===== src/rtl/alu_pkg.sv =====
package alu_pkg;

    typedef enum logic [4:0] {
        OP_ADD   = 5'd0,
        OP_ADDU  = 5'd1,
        OP_SUB   = 5'd2,
        OP_SUBU  = 5'd3,
        OP_AND   = 5'd4,
        OP_OR    = 5'd5,
        OP_NOR   = 5'd6,
        OP_SLT   = 5'd7,
        OP_SLTU  = 5'd8,
        OP_SLL   = 5'd9,
        OP_SRL   = 5'd10,
        OP_ADDI  = 5'd11,
        OP_ADDIU = 5'd12,
        OP_ANDI  = 5'd13,
        OP_ORI   = 5'd14,
        OP_SLTI  = 5'd15,
        OP_SLTIU = 5'd16,
        OP_LUI   = 5'd17
    } alu_op_e;

    localparam int OP_W = 5;

endpackage


===== src/rtl/alu_imm_ext.sv =====
module alu_imm_ext #(
    parameter int XLEN  = 32,
    parameter int IMM_W = 16
) (
    input  logic [IMM_W-1:0] imm_i,
    input  logic             sign_i,
    output logic [XLEN-1:0]  ext_o
);
    localparam int PAD_W = XLEN - IMM_W;

    logic fill;

    always_comb begin
        fill  = sign_i & imm_i[IMM_W-1];
        ext_o = {{PAD_W{fill}}, imm_i};
    end
endmodule


===== src/rtl/alu_addsub.sv =====
module alu_addsub #(
    parameter int XLEN = 32
) (
    input  logic [XLEN-1:0] a_i,
    input  logic [XLEN-1:0] b_i,
    input  logic            sub_i,
    output logic [XLEN-1:0] sum_o,
    output logic            ovf_o
);
    localparam int MSB = XLEN - 1;

    logic [XLEN-1:0] b_eff;

    always_comb begin
        b_eff = sub_i ? ~b_i : b_i;
        sum_o = a_i + b_eff + {{(XLEN-1){1'b0}}, sub_i};
        // equal signs going in, other sign coming out
        ovf_o = (a_i[MSB] == b_eff[MSB]) && (sum_o[MSB] != a_i[MSB]);
    end
endmodule


===== src/rtl/alu_shifter.sv =====
module alu_shifter #(
    parameter int XLEN = 32,
    parameter int SH_W = $clog2(XLEN)
) (
    input  logic [XLEN-1:0] src_i,
    input  logic [SH_W-1:0] amt_i,
    input  logic            left_i,
    output logic [XLEN-1:0] dst_o
);
    logic [XLEN-1:0] stage [SH_W+1];

    assign stage[0] = src_i;

    for (genvar i = 0; i < SH_W; i++) begin : g_stage
        localparam int DIST = 1 << i;
        logic [XLEN-1:0] moved;
        always_comb begin
            moved = left_i ? (stage[i] << DIST) : (stage[i] >> DIST);
        end
        assign stage[i+1] = amt_i[i] ? moved : stage[i];
    end

    assign dst_o = stage[SH_W];
endmodule


===== src/rtl/alu_exec.sv =====
module alu_exec
    import alu_pkg::*;
#(
    parameter int XLEN  = 32,
    parameter int IMM_W = 16,
    parameter int SH_W  = $clog2(XLEN)
) (
    input  logic               clk,
    input  logic               rst_n,
    input  logic [OP_W-1:0]    op_i,
    input  logic [XLEN-1:0]    a_i,
    input  logic [XLEN-1:0]    b_i,
    input  logic [IMM_W-1:0]   imm_i,
    input  logic [SH_W-1:0]    shamt_i,
    output logic [XLEN-1:0]    result_o,
    output logic               ovf_o
);
    localparam int LOW_W = XLEN - IMM_W;

    typedef struct packed {
        logic [XLEN-1:0] result;
        logic            ovf;
    } out_t;

    out_t out_d, out_q;

    alu_op_e         op;
    logic            use_imm, sign_ext, do_sub, trap, shl;
    logic [XLEN-1:0] imm_x, opnd_b, sum, shifted;
    logic            add_ovf, lt_s, lt_u;

    // decode: operand source, extension kind, add/sub, trapping
    always_comb begin
        op       = alu_op_e'(op_i);
        use_imm  = 1'b0;
        sign_ext = 1'b1;
        do_sub   = 1'b0;
        trap     = 1'b0;
        unique case (op)
            OP_ADD:   trap = 1'b1;
            OP_SUB:   begin do_sub = 1'b1; trap = 1'b1; end
            OP_SUBU:  do_sub = 1'b1;
            OP_ADDI:  begin use_imm = 1'b1; trap = 1'b1; end
            OP_ADDIU: use_imm = 1'b1;
            OP_ANDI:  begin use_imm = 1'b1; sign_ext = 1'b0; end
            OP_ORI:   begin use_imm = 1'b1; sign_ext = 1'b0; end
            OP_SLTI:  use_imm = 1'b1;
            OP_SLTIU: use_imm = 1'b1;
            default:  ;
        endcase
        shl = (op == OP_SLL);
    end

    alu_imm_ext #(.XLEN(XLEN), .IMM_W(IMM_W)) u_ext (
        .imm_i  (imm_i),
        .sign_i (sign_ext),
        .ext_o  (imm_x)
    );

    assign opnd_b = use_imm ? imm_x : b_i;

    alu_addsub #(.XLEN(XLEN)) u_add (
        .a_i   (a_i),
        .b_i   (opnd_b),
        .sub_i (do_sub),
        .sum_o (sum),
        .ovf_o (add_ovf)
    );

    alu_shifter #(.XLEN(XLEN), .SH_W(SH_W)) u_shift (
        .src_i  (b_i),
        .amt_i  (shamt_i),
        .left_i (shl),
        .dst_o  (shifted)
    );

    always_comb begin
        lt_s = $signed(a_i) < $signed(opnd_b);
        lt_u = a_i < opnd_b;
    end

    // next-state: result select and gated overflow
    always_comb begin
        out_d.result = '0;
        out_d.ovf    = trap & add_ovf;
        unique case (op)
            OP_ADD, OP_ADDU, OP_SUB, OP_SUBU,
            OP_ADDI, OP_ADDIU:  out_d.result = sum;
            OP_AND, OP_ANDI:    out_d.result = a_i & opnd_b;
            OP_OR, OP_ORI:      out_d.result = a_i | opnd_b;
            OP_NOR:             out_d.result = ~(a_i | opnd_b);
            OP_SLT, OP_SLTI:    out_d.result = {{(XLEN-1){1'b0}}, lt_s};
            OP_SLTU, OP_SLTIU:  out_d.result = {{(XLEN-1){1'b0}}, lt_u};
            OP_SLL, OP_SRL:     out_d.result = shifted;
            OP_LUI:             out_d.result = {imm_i, {LOW_W{1'b0}}};
            default:            out_d.result = '0;
        endcase
    end

    always_ff @(posedge clk) begin
        if (!rst_n) out_q <= '0;
        else        out_q <= out_d;
    end

    assign result_o = out_q.result;
    assign ovf_o    = out_q.ovf;
endmodule


===== config.mk =====
export PLATFORM = sky130hd
export DESIGN_NAME = alu_exec
export DESIGN_NICKNAME = d
export VERILOG_FILES = /design/src/rtl/alu_pkg.sv /design/src/rtl/alu_imm_ext.sv /design/src/rtl/alu_addsub.sv /design/src/rtl/alu_shifter.sv /design/src/rtl/alu_exec.sv
export SDC_FILE = /design/constraint.sdc
export NUM_CORES = 1
export LEC_CHECK = 0
export CAP_MARGIN = 20
export CORE_ASPECT_RATIO = 0.6
export CORE_MARGIN = 2
export CORE_UTILIZATION = 40
export DETAILED_ROUTE_END_ITERATION = 8
export DONT_BUFFER_PORTS = 1
export PLACE_DENSITY = 0.56
export SYNTH_ARGS = -nofsm -noshare
export SYNTH_HDL_FRONTEND = slang
export SYNTH_SLANG_ARGS = --single-unit

===== constraint.sdc =====
create_clock -name clk -period 4.8 [get_ports clk]
set_input_delay 0.24 -clock clk [delete_from_list [all_inputs] [get_ports clk]]
set_output_delay 0.24 -clock clk [all_outputs]
set_load 0.01 [all_outputs]

==> results_dict.tcl, run 1 <==
set metrics [dict create \
    outcome "finished, final reports clean" \
    diodes 0 \
    synth_nets 1514 \
    synth-seq-cells 33 \
    cp_data_arrival_time_ns 4.58 \
    synth_xor_area_share_pct 6.368 \
    wl_um 43670 \
    clockBufferDepth 2 \
    drt_iter0_drc 1727 \
    start_kind "primary input" \
    grt_use_total_pct 35.56 \
    tns_ns 0 \
    max_freq_mhz 227.8 \
    synth-simple-area-share_pct 20.11 \
    slowest_delay_ns 0.75 \
    worstSetupEndpointType "register" \
    min_period_over_period_pct 91.47 \
    final_nets 1454 \
    synth_compound_gate_area_share_pct 34.16 \
    synthMuxAreaShare_pct 11.00 \
    slowest_stage "a211oi_1" \
    ir_worst_vdd_mv 0.1618 \
    whs_ns 0.1210 \
    drv_cap 0 \
    ys_top_cells_by_area "ha_1 13%, o21ai_0 7.3%, dfxtp_1 7.2%" \
    grt-ovfl-total 0 \
    dp.cells 1568 \
    cts_htree_levels 2 \
    synth_top_family_by_area "compound AO/OA/AOI/OAI gates" \
    die_w_um 200.0 \
    synth_area_per_cell_sq_um 6.944 \
    drt_first_pass_iters 8 \
    avgViaCountPerCell 6.807 \
    cts_resized 0 \
    worst_pin_slew_ns 0.9046 \
    syn2layout_area_growth_pct 4.589 \
    p_per_area_nw_per_um2 185.2 \
    yosys.area.top_type "ha_1" \
    cts_sinks 33 \
    place.gp.congestion 1.006 \
    post-cts-setup-buffers 0 \
    antenna_found_initial 1 \
    rsz0062_at_grt "no" \
    layout-drive-gt1-share_pct 7.571 \
    leakagePower_nw 3.681 \
    finalMaxSlewViolations 0 \
    wl_per_cell_um 27.71 \
    ios 125 \
    drc 0 \
    relSlewSlack_pct 39.33 \
    synth_edf_count 0 \
    period_minus_slack_ns 4.391 \
    synthFlopType "dfxtp_1" \
    place_hpwl_um 34640 \
    cp_common_cell "xnor2_1" \
    hp-class "primary input to register" \
    yosysUniqueCellTypes 84 \
    synth_common_cells "135 x o21ai_0, 130 x nand2_1, 124 x nor2_1" \
    required_ns 4.99 \
    crit_type "primary input to register" \
    cts-buffers-inserted 5 \
    grt_pass1_wl_um 63400 \
    cts-hold-fix-buffers 0 \
    yosysSeqAreaShare_pct 7.169 \
    fill_cells 2319 \
    synth_most_common_cell "o21ai_0" \
    start_util_pct 41.26 \
    cts_tree "done" \
    vias 10730 \
    grt_start_max_net_pins 90 \
    synth_top_area_share_pct 12.76 \
    clk_root_buffer_cell "clkbuf_16" \
    ant_nets 0 \
    placed_cell_area_sq_um 9467 \
    die_area_sq_um 24310 \
    die_h_um 121.6 \
    synth_fa_ha_area_share_pct 14.09 \
    setup_viol 0 \
    ys_warn_count 0 \
    numPortBuffers 0 \
    syn_inst 1327 \
    clkTransAtPathRegs_ns 0.08 \
    synth_area_sq_um 9215 \
    ys_async_sr_fraction_pct 0 \
    final_cell_area_sq_um 9638 \
    worst-path-max-fanout 37 \
    core-area_sq_um 22330 \
    grt_pass1_vias 9435 \
    crit_path_cell_trace "or3b_4, o22ai_4, buf_12, mux2i_1, xnor2_1, ha_1, and3_1, nand2_1, o22a_1, o31ai_2, o21ai_2, o21ai_4, a211oi_1, xnor2_1, o22ai_1" \
    rows 42 \
    hold_viol 0 \
    instances_no_fill 1576 \
]
==> cells in the final DEF, fill, tap and decap left out, types with 8 or more instances in the layout <==
cell type,count
xnor2_1,50
a21oi_1,112
a311oi_1,24
o22ai_1,11
mux2i_1,34
maj3_1,8
nor2_1,123
o211ai_1,11
a221oi_1,26
a211oi_1,19
nand2b_1,16
nand2_1,129
and3_1,13
ha_1,94
or3_1,9
xor2_1,17
a21o_1,17
nand3_1,46
nor2b_1,10
mux4_2,25
dfxtp_1,33
o31ai_1,9
nor3_1,12
o21ai_0,135
a31oi_1,40
o21a_1,8
buf_4,30
inv_1,65
==> state kept, by name (all words and copies together), names as in the netlist <==
register  flops
ovf_o         1
result_o     32
==> report_power, final <==
group          internal [mW]  total, mW  switching (mW)  leakage, nW
Combinational          0.414       1.08           0.661         3.33
Clock                  0.247      0.405           0.159       0.0800
Sequential             0.289      0.304          0.0149        0.268
Total                  0.950       1.78           0.835         3.68
==> per-layer routing <==
metal  up-vias  GRT usage, %  share of wire (%)
li1       4829             -                  -
met1      5062         52.48                 44
met2       780         45.12                 37
met3        55         18.02                 18
met4         2         6.343                1.8
met5         -             0              0.030
==> worst max-delay path: cells and delay by family <==
family	cells	cell delay [ns]
adder cells (fa/ha/maj)	1	0.31
AND/OR/NAND/NOR	3	0.81
buffers and inverters	1	0.23
XOR/XNOR	2	0.49
multiplexers	1	0.50
AO/OA/AOI/OAI	7	1.98
==> worst paths after layout <==
path                     from                       to  slack (ns)  cells past startpoint
worst max-delay path  op_i[2]  result_o[31]$_SDFF_PN0_        0.41                     15
worst min-delay path  a_i[31]         ovf_o$_SDFF_PN0_        0.12                      2
==> area by class of cell <==
class / count / area, sq um / area share (%)
well taps: 308 / 385.4 / 3.998
flip-flops and latches: 33 / 660.6 / 6.854
clock buffers: 5 / 125.1 / 1.298
multi-input cells: 1130 / 7928 / 82.25
inverters: 66 / 247.7 / 2.570
repair buffers: 31 / 245.2 / 2.544
clock inverters: 3 / 46.29 / 0.4803
==> stage by stage <==
step	utilization (%)	total power [mW]	setup WS (ns)
floorplan	-	1.083	0.4506
global placement	42.39	1.341	0.2424
detailed placement	42.39	1.337	0.2636
CTS	43.15	1.739	0.5577
global route	43.15	1.883	0.1621
finish	43.15	1.785	0.4093
==> cell families (layout without fill, tap and decap cells) <==
| logic type | Yosys count | count (layout) |
|---|---|---|
| and+or+nand+nor | 403 | 403 |
| adders and majority gates | 105 | 105 |
| DFF | 33 | 33 |
| xor gates and xnor gates | 67 | 67 |
| AOI/OAI and AO/OA | 487 | 487 |
| muxes | 68 | 68 |
| buffers and inverters | 164 | 105 |
Power figures use the tool's default switching activity.
==> run 2, diff against run 1 <==
--- a/config.mk
+++ b/config.mk
@@ -11,6 +11,7 @@
 export CORE_UTILIZATION = 40
 export DETAILED_ROUTE_END_ITERATION = 8
 export DONT_BUFFER_PORTS = 1
+export MAX_ROUTING_LAYER = met4
 export PLACE_DENSITY = 0.56
 export SYNTH_ARGS = -nofsm -noshare
 export SYNTH_HDL_FRONTEND = slang
==> results_dict.tcl, run 2 (synthesis results as in run 1) <==
set metrics [dict create \
    ir_worst_vdd_mv 0.1429 \
    ant_nets 0 \
    start_util_pct 41.26 \
    cts_resized 0 \
    layout_common_cells "135 x o21ai_0, 129 x nand2_1, 123 x nor2_1" \
    leakagePower_nw 3.696 \
    min_period_over_period_pct 92.96 \
    grt_use_total_pct 37.12 \
    hold_viol 0 \
    total_power_mw 1.799 \
    required_ns 4.96 \
    die_w_um 200.0 \
    hold_depth 2 \
    max_freq_mhz 224.1 \
    wl_met2_um 16450 \
    whs_ns 0.1270 \
    wl_um 44310 \
    maxUsedRoutingLayer "met4" \
    worstSetupEndpointType "register" \
    clockBufferDepth 2 \
    cts_htree_levels 2 \
    vias 10670 \
    final_common_cell "o21ai_0" \
    worst-path-max-fanout 36 \
    cts-buffers-inserted 5 \
    worst_pin_slew_ns 1.006 \
    final_nets 1456 \
    clkTransAtPathRegs_ns 0.07 \
    setup_viol 0 \
    multi_input_area_sq_um 7928 \
    cts_tree "done" \
    post-cts-setup-buffers 0 \
    die_area_sq_um 24310 \
    grt_pass1_vias 9494 \
    grt-ovfl-total 0 \
    relSlewSlack_pct 32.92 \
    p_per_area_nw_per_um2 186.0 \
    rows 42 \
    wl_per_cell_um 28.02 \
    ios 125 \
    cts_sinks 33 \
    regArea_sq_um 660.6 \
    drt_first_pass_iters 6 \
    layout-drive-gt1-share_pct 7.717 \
    outcome "finished, final reports clean" \
    largest_register_ffs 32 \
    finalMaxSlewViolations 0 \
    grt_pass1_wl_um 64420 \
    syn2layout_area_growth_pct 4.969 \
    cts-hold-fix-buffers 0 \
    start_kind "primary input" \
    core-area_sq_um 22330 \
    place_hpwl_um 35200 \
    numPortBuffers 0 \
    period_minus_slack_ns 4.462 \
    drc 0 \
    place.gp.congestion 1.022 \
    clk_root_buffer_cell "clkbuf_16" \
    drt_iter0_drc 1786 \
    avgViaCountPerCell 6.750 \
    cp_data_arrival_time_ns 4.62 \
    min_from "a_i[31]" \
    fill_cells 2385 \
    tns_ns 0 \
    grt_start_max_net_pins 90 \
    hold_end "ovf_o$_SDFF_PN0_" \
    wl_met3_um 6943 \
    drv_cap 0 \
    final_cell_area_sq_um 9673 \
    met1_length_um 20310 \
    rsz0062_at_grt "no" \
    crit_type "primary input to register" \
    die_h_um 121.6 \
    placed_cell_area_sq_um 9494 \
    hp-class "primary input to register" \
    antenna_found_initial 1 \
]
-- run 2: cell types whose count changed in the layout (fill, tap and decap cells not counted), sizes merged --
| cell | delta |
|---|---|
| diode | +3 |
| buf | +2 |
-- run 2: power breakdown --
part	switching, mW	leakage [nW]	total, mW	internal (mW)
clock	0.163	0.0800	0.409	0.247
sequential	0.0152	0.268	0.304	0.289
combinational	0.669	3.35	1.09	0.417
-- run 2: layout make-up --
| type | instances | share of cell area (%) |
|---|---|---|
| multi-input cells | 1130 | 81.96 |
| repair buffers | 33 | 2.820 |
| diodes | 3 | 0.07761 |
| inverters | 66 | 2.561 |
| clock inverters | 3 | 0.4786 |
| clock buffers | 5 | 1.293 |
| well taps | 308 | 3.984 |
| flip-flops and latches | 33 | 6.830 |
-- run 2: per-stage QoR --
step,util [%],setup slack [ns],cells
2_1_floorplan,-,0.4506,1327
3_5_place_dp,42.51,0.2855,1570
6_report,43.31,0.3377,1581
5_1_grt,43.29,0.2336,1579
3_3_place_gp,42.51,0.3047,1570
4_1_cts,43.28,0.5692,1578
-- run 2: worst max path at each step --
| stage | to | cells after the start | slack [ns] | start |
|---|---|---|---|---|
| final | result_o[31]$_SDFF_PN0_ | 15 | 0.34 | op_i[2] |
| after global routing | result_o[30]$_SDFF_PN0_ | 16 | 0.23 | op_i[2] |
| after CTS | result_o[31]$_SDFF_PN0_ | 15 | 0.57 | op_i[2] |
| after detailed placement | result_o[31]$_SDFF_PN0_ | 15 | 0.29 | op_i[2] |
| after global placement | result_o[31]$_SDFF_PN0_ | 15 | 0.30 | op_i[2] |
| after floorplan | result_o[30]$_SDFF_PN0_ | 18 | 0.45 | op_i[2] |
-- run 2: critical path, stage by stage --
cell	delay [ns]
or3b_4	0.42
o22ai_4	0.24
buf_12	0.24
mux2i_1	0.58
xnor2_1	0.18
ha_1	0.36
and3_1	0.30
nand2_1	0.10
o22a_1	0.15
o31ai_2	0.12
o21ai_2	0.36
o21ai_4	0.13
a211oi_1	0.77
xnor2_1	0.25
o22ai_1	0.13
-- run 2: layer usage --
metal,vias up,GRT usage [%]
met5,-,-
met4,0,5.417
met3,43,14.40
met2,724,46.03
met1,5062,55.67
li1,4843,-
==> run 3, diff against run 2 <==
--- a/config.mk
+++ b/config.mk
@@ -8,11 +8,11 @@
 export CAP_MARGIN = 20
 export CORE_ASPECT_RATIO = 0.6
 export CORE_MARGIN = 2
-export CORE_UTILIZATION = 40
+export CORE_UTILIZATION = 30
 export DETAILED_ROUTE_END_ITERATION = 8
 export DONT_BUFFER_PORTS = 1
 export MAX_ROUTING_LAYER = met4
-export PLACE_DENSITY = 0.56
+export PLACE_DENSITY = 0.46
 export SYNTH_ARGS = -nofsm -noshare
 export SYNTH_HDL_FRONTEND = slang
 export SYNTH_SLANG_ARGS = --single-unit
==> results_dict.tcl, run 3 (synthesis results as in run 1) <==
set metrics [dict create \
    outcome "finished, final reports clean" \
    grt-ovfl-total 0 \
    place_hpwl_um 37890 \
    syn2layout_area_growth_pct 7.006 \
    hp-class "primary input to register" \
    start_kind "primary input" \
    clockBufferDepth 2 \
    post-cts-setup-buffers 0 \
    core-area_sq_um 30100 \
    crit_type "primary input to register" \
    die_h_um 139.8 \
    die_area_sq_um 32180 \
    rsz0062_at_grt "no" \
    drt_first_pass_iters 5 \
    hold_viol 0 \
    worstSetupEndpointType "register" \
    antenna_found_initial 4 \
    wl_um 47450 \
    avgViaCountPerCell 6.415 \
    relSlewSlack_pct 34.42 \
    place.gp.congestion 1.004 \
    layout-drive-gt1-share_pct 8.522 \
    vias 10850 \
    final_common_cell "o21ai_0" \
    dp.cells 1679 \
    grt_pass1_wl_um 68160 \
    drc 0 \
    leakagePower_nw 3.733 \
    worst_pin_slew_ns 0.9735 \
    period_minus_slack_ns 4.312 \
    start_util_pct 30.61 \
    max_freq_mhz 231.9 \
    cts_tree "done" \
    die_w_um 230.3 \
    cts-hold-fix-buffers 0 \
    grt_pass1_vias 9524 \
    ant_nets 0 \
    layout_common_cells "135 x o21ai_0, 129 x nand2_1, 122 x nor2_1" \
    cts_sinks 33 \
    cp_data_arrival_time_ns 4.49 \
    wl_per_cell_um 28.06 \
    final_nets 1465 \
    rows 49 \
    cts_htree_levels 2 \
    cts-buffers-inserted 5 \
    setup_viol 0 \
    finalMaxSlewViolations 0 \
    ir_worst_vdd_mv 0.1380 \
    p_per_area_nw_per_um2 182.2 \
    largest_register_ffs 32 \
    numPortBuffers 0 \
    drt_iter0_drc 1711 \
    worst-path-max-fanout 13 \
    ios 125 \
    required_ns 4.98 \
    clkTransAtPathRegs_ns 0.08 \
    instances_no_fill 1691 \
    cts_resized 0 \
    clk_root_buffer_cell "clkbuf_16" \
    grt_use_total_pct 29.40 \
    fill_cells 3302 \
    grt_start_max_net_pins 90 \
    min_period_over_period_pct 89.83 \
    tns_ns 0 \
    drv_cap 0 \
]
==> run 3: cell types whose count changed in the layout (fill, tap and decap cells not counted), sizes merged <==
cell and delta:
buf +9, diode +1
==> run 3: final cells by class <==
class	count	area [sq um]	area share, %
timing repair buffer	42	327.8	3.324
sequential	33	660.6	6.700
tap	408	510.5	5.177
clock inverter	3	46.29	0.4695
antenna	4	10.01	0.1015
multi-input combinational	1130	7933	80.45
inverter	66	247.7	2.512
clock buffer	5	125.1	1.269
==> run 3: layer usage <==
layer / part of all wire, % / track usage [%]
met5: 0 / -
met4: 1.6 / 4.075
met3: 15 / 11.70
met2: 37 / 36.68
met1: 47 / 43.72
==> run 3: metrics by stage <==
step	total power, mW	utilization (%)	cell area, sq um	setup WS [ns]	hold WS [ns]
floorplan	1.083	-	9215	0.4506	0.3683
global placement	1.364	32.15	9679	0.3830	0.4383
detailed placement	1.357	32.15	9679	0.2356	0.4510
CTS	1.764	32.72	9851	0.5498	0.1344
global route	1.897	32.76	9861	0.1340	0.1526
finish	1.797	32.76	9861	0.4880	0.1407
==> run 3: worst max-delay path: stages <==
cell and delay, ns:
or3b_4 0.42, o22ai_4 0.31, mux2i_1 0.43, xnor2_1 0.21, inv_1 0.09, fa_1 0.40, nor2b_1 0.13, o21ai_0 0.09
nand2b_1 0.15, a21oi_1 0.10, o31ai_1 0.39, a311oi_1 0.15, buf_4 0.20, nor4_1 0.45, o211ai_1 0.18, nor3b_1 0.16
or3_1 0.37
==> run 3: worst paths after layout <==
check | start | end | slack (ns) | cells after the start
hold / removal | a_i[31] | ovf_o$_SDFF_PN0_ | 0.14 | 2
setup / recovery | op_i[2] | result_o[30]$_SDFF_PN0_ | 0.49 | 17
==> run 3: power by group <==
group          internal [mW]  leakage, nW  switching, mW
Sequential             0.289        0.268         0.0162
Combinational          0.422         3.38          0.666
Clock                  0.247       0.0800          0.157
